--- src/rtl/sysclk_pkg.sv ---
package sysclk_pkg;
  localparam int unsigned DATA_W        = 8;
  localparam int unsigned MODE_POS      = 5;
  localparam int unsigned SEL_W         = 3;
  localparam int unsigned PRE_W         = 5;
  localparam int unsigned BM_MAX_CODE   = 5;  // widest bus-master ratio is 2^5
  localparam int unsigned CHIP_MAX_CODE = 3;  // widest chip ratio is 2^3

  // Shift exponent (log2 of ratio) selected by a rate code; out-of-range codes mean full speed.
  function automatic int unsigned code_to_shift(logic [SEL_W-1:0] sel, int unsigned max_code);
    if (int'(sel) <= int'(max_code)) return int'(sel);
    return 0;
  endfunction

  function automatic int unsigned chip_shift(logic mode, logic [SEL_W-1:0] sel);
    if (!mode) return 0;
    return code_to_shift(sel, CHIP_MAX_CODE);
  endfunction

  function automatic int unsigned bm_shift(logic mode, logic [SEL_W-1:0] sel);
    if (mode) return chip_shift(mode, sel);
    return code_to_shift(sel, BM_MAX_CODE);
  endfunction
endpackage

--- src/rtl/sysclk_prescaler.sv ---
module sysclk_prescaler #(
  parameter int unsigned PRE_W = 5
) (
  input  logic             clk,
  input  logic             rst_n,
  output logic [PRE_W-1:0] cnt,
  output logic             term
);
  always_ff @(posedge clk or negedge rst_n) begin
    if (!rst_n) cnt <= '0;
    else        cnt <= cnt + 1'b1;
  end

  assign term = &cnt;
endmodule

--- src/rtl/sysclk_cfg_reg.sv ---
module sysclk_cfg_reg #(
  parameter int unsigned DATA_W   = 8,
  parameter int unsigned MODE_POS = 5,
  parameter int unsigned SEL_W    = 3
) (
  input  logic              clk,
  input  logic              rst_n,
  input  logic              we,
  input  logic [DATA_W-1:0] wdata,
  input  logic              apply,
  output logic              act_mode,
  output logic [SEL_W-1:0]  act_sel,
  output logic [DATA_W-1:0] rdata
);
  logic             prog_mode;
  logic [SEL_W-1:0] prog_sel;

  always_ff @(posedge clk or negedge rst_n) begin
    if (!rst_n) begin
      prog_mode <= 1'b0;
      prog_sel  <= '0;
      act_mode  <= 1'b0;
      act_sel   <= '0;
    end else begin
      if (we) begin
        prog_mode <= wdata[MODE_POS];
        prog_sel  <= wdata[SEL_W-1:0];
      end
      if (apply) begin
        act_mode <= prog_mode;
        act_sel  <= prog_sel;
      end
    end
  end

  always_comb begin
    rdata              = '0;
    rdata[MODE_POS]    = prog_mode;
    rdata[SEL_W-1:0]   = prog_sel;
  end
endmodule

--- src/rtl/sysclk_strobe_gen.sv ---
module sysclk_strobe_gen
  import sysclk_pkg::*;
#(
  parameter int unsigned PRE_W = 5,
  parameter int unsigned SEL_W = 3
) (
  input  logic [PRE_W-1:0] cnt,
  input  logic             act_mode,
  input  logic [SEL_W-1:0] act_sel,
  output logic             bm_en,
  output logic             chip_en
);
  localparam int unsigned SH_W = $clog2(PRE_W + 1);

  logic [PRE_W:0]  tick;
  logic [SH_W-1:0] bm_k;
  logic [SH_W-1:0] chip_k;

  for (genvar k = 0; k <= PRE_W; k++) begin : g_tick
    if (k == 0) begin : g_full
      assign tick[k] = 1'b1;
    end else begin : g_div
      assign tick[k] = &cnt[k-1:0];
    end
  end

  always_comb begin
    bm_k    = SH_W'(bm_shift(act_mode, act_sel));
    chip_k  = SH_W'(chip_shift(act_mode, act_sel));
    bm_en   = tick[bm_k];
    chip_en = tick[chip_k];
  end
endmodule

--- src/rtl/sysclk_rate_ctrl.sv ---
module sysclk_rate_ctrl
  import sysclk_pkg::*;
#(
  parameter int unsigned DW   = DATA_W,
  parameter int unsigned MPOS = MODE_POS,
  parameter int unsigned SW   = SEL_W,
  parameter int unsigned PW   = PRE_W
) (
  input  logic          clk,
  input  logic          rst_n,
  input  logic          reg_we,
  input  logic [DW-1:0] reg_wdata,
  output logic [DW-1:0] reg_rdata,
  output logic          bm_en,
  output logic          chip_en,
  output logic          clkout_en
);
  logic [PW-1:0] pre_cnt;
  logic          pre_term;
  logic          act_mode;
  logic [SW-1:0] act_sel;

  sysclk_prescaler #(.PRE_W(PW)) u_pre (
    .clk   (clk),
    .rst_n (rst_n),
    .cnt   (pre_cnt),
    .term  (pre_term)
  );

  sysclk_cfg_reg #(.DATA_W(DW), .MODE_POS(MPOS), .SEL_W(SW)) u_cfg (
    .clk      (clk),
    .rst_n    (rst_n),
    .we       (reg_we),
    .wdata    (reg_wdata),
    .apply    (pre_term),
    .act_mode (act_mode),
    .act_sel  (act_sel),
    .rdata    (reg_rdata)
  );

  sysclk_strobe_gen #(.PRE_W(PW), .SEL_W(SW)) u_gen (
    .cnt      (pre_cnt),
    .act_mode (act_mode),
    .act_sel  (act_sel),
    .bm_en    (bm_en),
    .chip_en  (chip_en)
  );

  assign clkout_en = chip_en;
endmodule

--- config.mk ---
export PLATFORM = sky130hd
export DESIGN_NAME = sysclk_rate_ctrl
export DESIGN_NICKNAME = d
export VERILOG_FILES = /design/src/rtl/sysclk_pkg.sv /design/src/rtl/sysclk_prescaler.sv /design/src/rtl/sysclk_cfg_reg.sv /design/src/rtl/sysclk_strobe_gen.sv /design/src/rtl/sysclk_rate_ctrl.sv
export SDC_FILE = /design/constraint.sdc
export NUM_CORES = 1
export LEC_CHECK = 0
export ABC_AREA = 1
export CAP_MARGIN = 20
export CORE_UTILIZATION = 36
export DETAILED_ROUTE_END_ITERATION = 10
export GPL_TIMING_DRIVEN = 1
export PLACE_DENSITY = 0.7
export SKIP_CTS_REPAIR_TIMING = 1
export SYNTH_ARGS = -nofsm -noshare
export SYNTH_HDL_FRONTEND = slang
export SYNTH_SLANG_ARGS = --single-unit
--- constraint.sdc ---
create_clock -name clk -period 1.6 [get_ports clk]
set_input_delay 0.24 -clock clk [delete_from_list [all_inputs] [get_ports clk]]
set_output_delay 0.24 -clock clk [all_outputs]
set_load 0.01 [all_outputs]
Word-level counts from Yosys, hierarchy flattened:

Cells that the tools add are included.
Widths: inputs -> output; s select.

* flip-flop bits (word level): 13
* bits of input ports: 11
* word-level logic and storage cells: 35

* $add $sub $neg: 1
* order comparisons: 4
* muxes and demuxes: 21
* reductions and logical operators: 4

Operators by type and width (number)
* $mux 3: 9
* $mux 1: 10
* $lt 3x4->1 const B: 2
* $bmux 1 s3: 2
* $add 5x1->5 const B: 1
* $reduce_and 5->1: 1
* $reduce_and 4->1: 1
* $le 3x2->1 const B: 1
* $le 3x3->1 const B: 1
* $reduce_and 3->1: 1
* $reduce_and 2->1: 1

Longest topological paths before layout:

* depth in word-level cells: 10
* mapped depth: 10

Hierarchy:

Synthesis repeated with hierarchy kept, for this count alone.

* cell total of the unflattened synthesis: 77
* area, all modules: 618.1 µm²

Modules (own cells, without submodules)
* sysclk_cfg_reg: instances 1, cells an instance 40, area each 339.1 µm², sequential area each 200.2 µm²
* sysclk_prescaler: instances 1, cells an instance 16, area each 192.7 µm², sequential area each 125.1 µm²
* sysclk_strobe_gen: instances 1, cells an instance 20, area each 78.8 µm², sequential area each 0.0 µm²
* sysclk_rate_ctrl: instances 1, cells an instance 1, area each 7.5 µm², sequential area each 0.0 µm²

Worst setup path before layout:

No wires, ideal clock.

* path type: reg2out
* start point: register u_pre.cnt[0]
* end point: output port bm_en
* arrival: 1.306 ns
* data required time: 1.360 ns
* setup slack: 0.054 ns
* cell stages (with the launch flop): 11
* path buffers: 0
* cells stage by stage: dfrtp_1 ha_1 nand3_1 inv_1 ha_1 inv_2 nand2_1 nand2_1 nand2_1 nand2_1 nand2_1

* longest elaborated chain between the ends: 3
* elaborated cells on any way between the ends: 6
* classes of those cells: mux: 2; reduce/logical: 4

RTL lines
* from (decl): RTL line sysclk_prescaler.sv:6 `output logic [PRE_W-1:0] cnt,`
* from (signal assigned): RTL line sysclk_prescaler.sv:11 `else cnt <= cnt + 1'b1;`
* $reduce_and 5->1, or another cell as far along: RTL line sysclk_strobe_gen.sv:23 `assign tick[k] = &cnt[k-1:0];`
* $bmux 1 s3 (*): RTL line sysclk_strobe_gen.sv:30 `bm_en = tick[bm_k];`
* $mux 1 (not written as such) (*): RTL line sysclk_strobe_gen.sv:30
* to (decl): RTL line sysclk_rate_ctrl.sv:14 `output logic bm_en,`

Mark *: on every way between the ends. The rest lies on a longest branch, timed or not. The select of a mux whose other input is x is not followed.

Worst setup path in the final report:

* start point: register u_pre.cnt[1]
* end point: output port bm_en

Same word-level chain as after synthesis.

==> summary.md <==
| Metric | Value |
|---|---|
| Sequential cell area fraction in the yosys report | 54.1% |
| Top_reg_cell synth | dfrtp_1 |
| Final RePlAce weighted congestion | roughly 0.66 |
| Finished Core Util | 53.7% |
| Startpoint types | flop |
| DRT Wirelength | 1050 um |
| Max-slew headroom | between 60% and 70% |
| Synth area leader | dfrtp_1 |
| Avg Synthesized Cell Area | slightly below 10 um^2 |
| Post-synth EDFFs | 0 |
| Endpoint type of the worst setup path | primary output |
| Num CTS Buffers | 3 |
| Hold_ws | about 0.32 ns |
| Initial DRC count | 1 |
| Synth Register Bits | 13 |
| Netlist cell types | 14 |
| CP Max Fanout | 2 |
| Core Area | 1540 um^2 |
| Ports | 22 |
| Synth cell count leaders | nand2_1 (14), dfrtp_1 (13), inv_1 (7) |
| Leakage Power | 0.399 nW |
| Fill count | 140 |
| Clock skew | 0.00526 ns |
| H-tree Lvls | 1 |
| Failing checks | negative setup slack |
| Nets | 99 |
| Final Hold Vio Count | 0 |
| Routed len/inst | approximately 11 um |
| Worst hold path type | primary input to asynchronous set/reset pin |
| Crit-path cells | ha_2 -> nand3_2 -> inv_2 -> ha_4 -> inv_2 -> nand2_2 -> nand2_1 -> nand2_1 -> nand2_1 -> nand2_1 -> buf_2 |
| Reg2Reg Depth | 8 |
| PortBufs | 13 |
| Max-cap violations | 0 |
| Remaining antenna violation count after routing | 0 |
| # DRC | 0 |
| Min Clock Period, post-route | 1.80 ns |
| Starting density of the core | between 30% and 40% |
| RSZ-0062 raised after global routing | yes |
| Met2 wire length | 482 um |
| Skew-Pair Late Insertion Delay | 0.27 ns |
| Cell count after synthesis | 61 |
| Clock transition at path regs | 0.07 ns |
| Max VDD drop | 0.000538 V |
| Vias per Instance | 4.61 |
| Top routing layer in use | met4 |
| Overflow after GRT | 0 |
| Met3 WL | between 50 and 60 um |
| Area of the mapped netlist | around 600 um^2 |
| CTS Root Cell | clkbuf_4 |
| CP arrival | ~1.6 ns |
| Synth-to-layout area growth | 37.6% |
| Die Span Y | 42.9 um |
| Share of layout cells above drive strength 1 | 32.1% |
| Die X | 42.9 um |
| DR pass1 iterations | 2 |
| Flop2flop setup slack | 0.24 ns |
| Vias in the first global route | approximately 430 |
| Gr usage total | between 10% and 20% |
| Final Cycle Share | 113% |
| CP top delay family | flip-flops |
| Largest net degree at the start of global routing | 14 |
| Critical Path RT | 1.36 ns |
| Status | complete, but fails checks |
| Post-Route M1 WL | a little under 500 um |
| Warnings, synthesis | 0 |
| Path type of the worst setup path | flop to primary output |
| Initial antenna violation count | 0 |
| HPWL Detailed | 755 um |
| Ys async rst share | 100% |
| Share of the synthesized area in the top cell type | approximately 54% |
| Slowest CP cell | dfrtp_1 |
| Worst Path Buf+Inv | 3 |
| Final setup margin | -0.201 ns |
| Clock buffer depth | 2 |
| Max Slew Vio Count | 0 |
| Max frequency | 555 MHz |
| Global-route wire length before repair | 1770 um |
| Most frequent CP cell | nand2_1 |
| PD cells | 804 nW/um^2 |
| Most numerous cell in the Yosys netlist | nand2_1 |
| Clock tree sinks | 13 |
| Max stage delay on crit path | 0.39 ns |
| CTS tree | built |
| Final Setup Violations | 3 |
| Setup TNS | -0.511 ns |
| Power, Total | around 0.00067 W |
| Ant. Diodes | 0 |
| Reg2reg end | u_cfg.act_sel[1] |
| Via count | 461 |
| Die area | 1840 um^2 |
| WP depth | 11 |
| Worst slew pin tran | 0.547 ns |
| Pre-CTS setup slack | -0.328 ns |
| Reg2reg start | u_pre.cnt[1] |
| Top post-synthesis cells by area | dfrtp_1 (54%), nand2_1 (8.7%), buf_4 (7.5%) |
| Row count | 14 |
per-stage QoR:
step / cell area (um^2) / instances
after global routing: 828 / 100
final: 828 / 100
after floorplan: 613 / 64
after detailed placement: 756 / 92
after CTS: 782 / 96
after global placement: 756 / 92
final cells by class:
cell class | instances | area, um^2 | area share [%]
repair buffers | 22 | 183 | 22.1
flip-flops and latches | 13 | 325 | 39.3
clock buffers | 4 | 26.3 | 3.17
multi-input cells | 37 | 244 | 29.5
well taps | 16 | 20.0 | 2.42
inverters | 8 | 30.0 | 3.63
how the worst max path moves through the flow:
stage,startpoint,to
2_1_floorplan,u_pre.cnt[0],bm_en
3_3_place_gp,u_pre.cnt[0],bm_en
3_5_place_dp,u_pre.cnt[0],bm_en
4_1_cts,u_pre.cnt[0],bm_en
5_1_grt,u_pre.cnt[1],bm_en
6_report,u_pre.cnt[1],bm_en
placed cells by master (no fill, tap or decap), drive strengths merged, types with 3 or more instances in the layout:
master	netlist	layout
mux2	3	3
clkdlybuf4s50	0	10
nand2	14	14
dfrtp	13	13
o21ai	6	6
nand3	3	3
ha	3	3
clkbuf	0	4
inv	8	8
conb	1	4
buf	6	12
sequential cells by signal, indices dropped and copies added, names as in the netlist:
signal	flops
u_cfg.act_mode	1
u_cfg.act_sel	3
u_pre.cnt	5
u_cfg.prog_sel	3
u_cfg.prog_mode	1
kinds of logic (layout without fill, tap and decap cells):
kind of cell             count (synthesis)  count (layout)  share of synthesized area [%]
AND/OR/NAND/NOR                         19              19                           12.5
buffers and inverters                   14              34                           12.5
other                                    1               4                          0.623
AO/OA/AOI/OAI                            7               7                           7.07
flip-flops                              13              13                           54.1
multiplexers                             3               3                           5.61
adder cells (fa/ha/maj)                  3               3                           6.24
XOR/XNOR                                 1               1                           1.46
per-layer routing:
layer | global-route usage [%] | up-vias
li1 | - | 229
met1 | 17.9 | 213
met2 | 18.8 | 17
met3 | 3.83 | 2
met4 | 9.38 | 0
met5 | 0 | -
report_power, final:
part	total, W	internal, W	switching [W]
Clock	0.000196	0.0000967	0.0000995
Sequential	0.000362	0.000348	0.0000137
Combinational	0.000108	0.0000545	0.0000531
Total	0.000666	0.000499	0.000166
No activity file was read; power rests on OpenSTA's default activity.
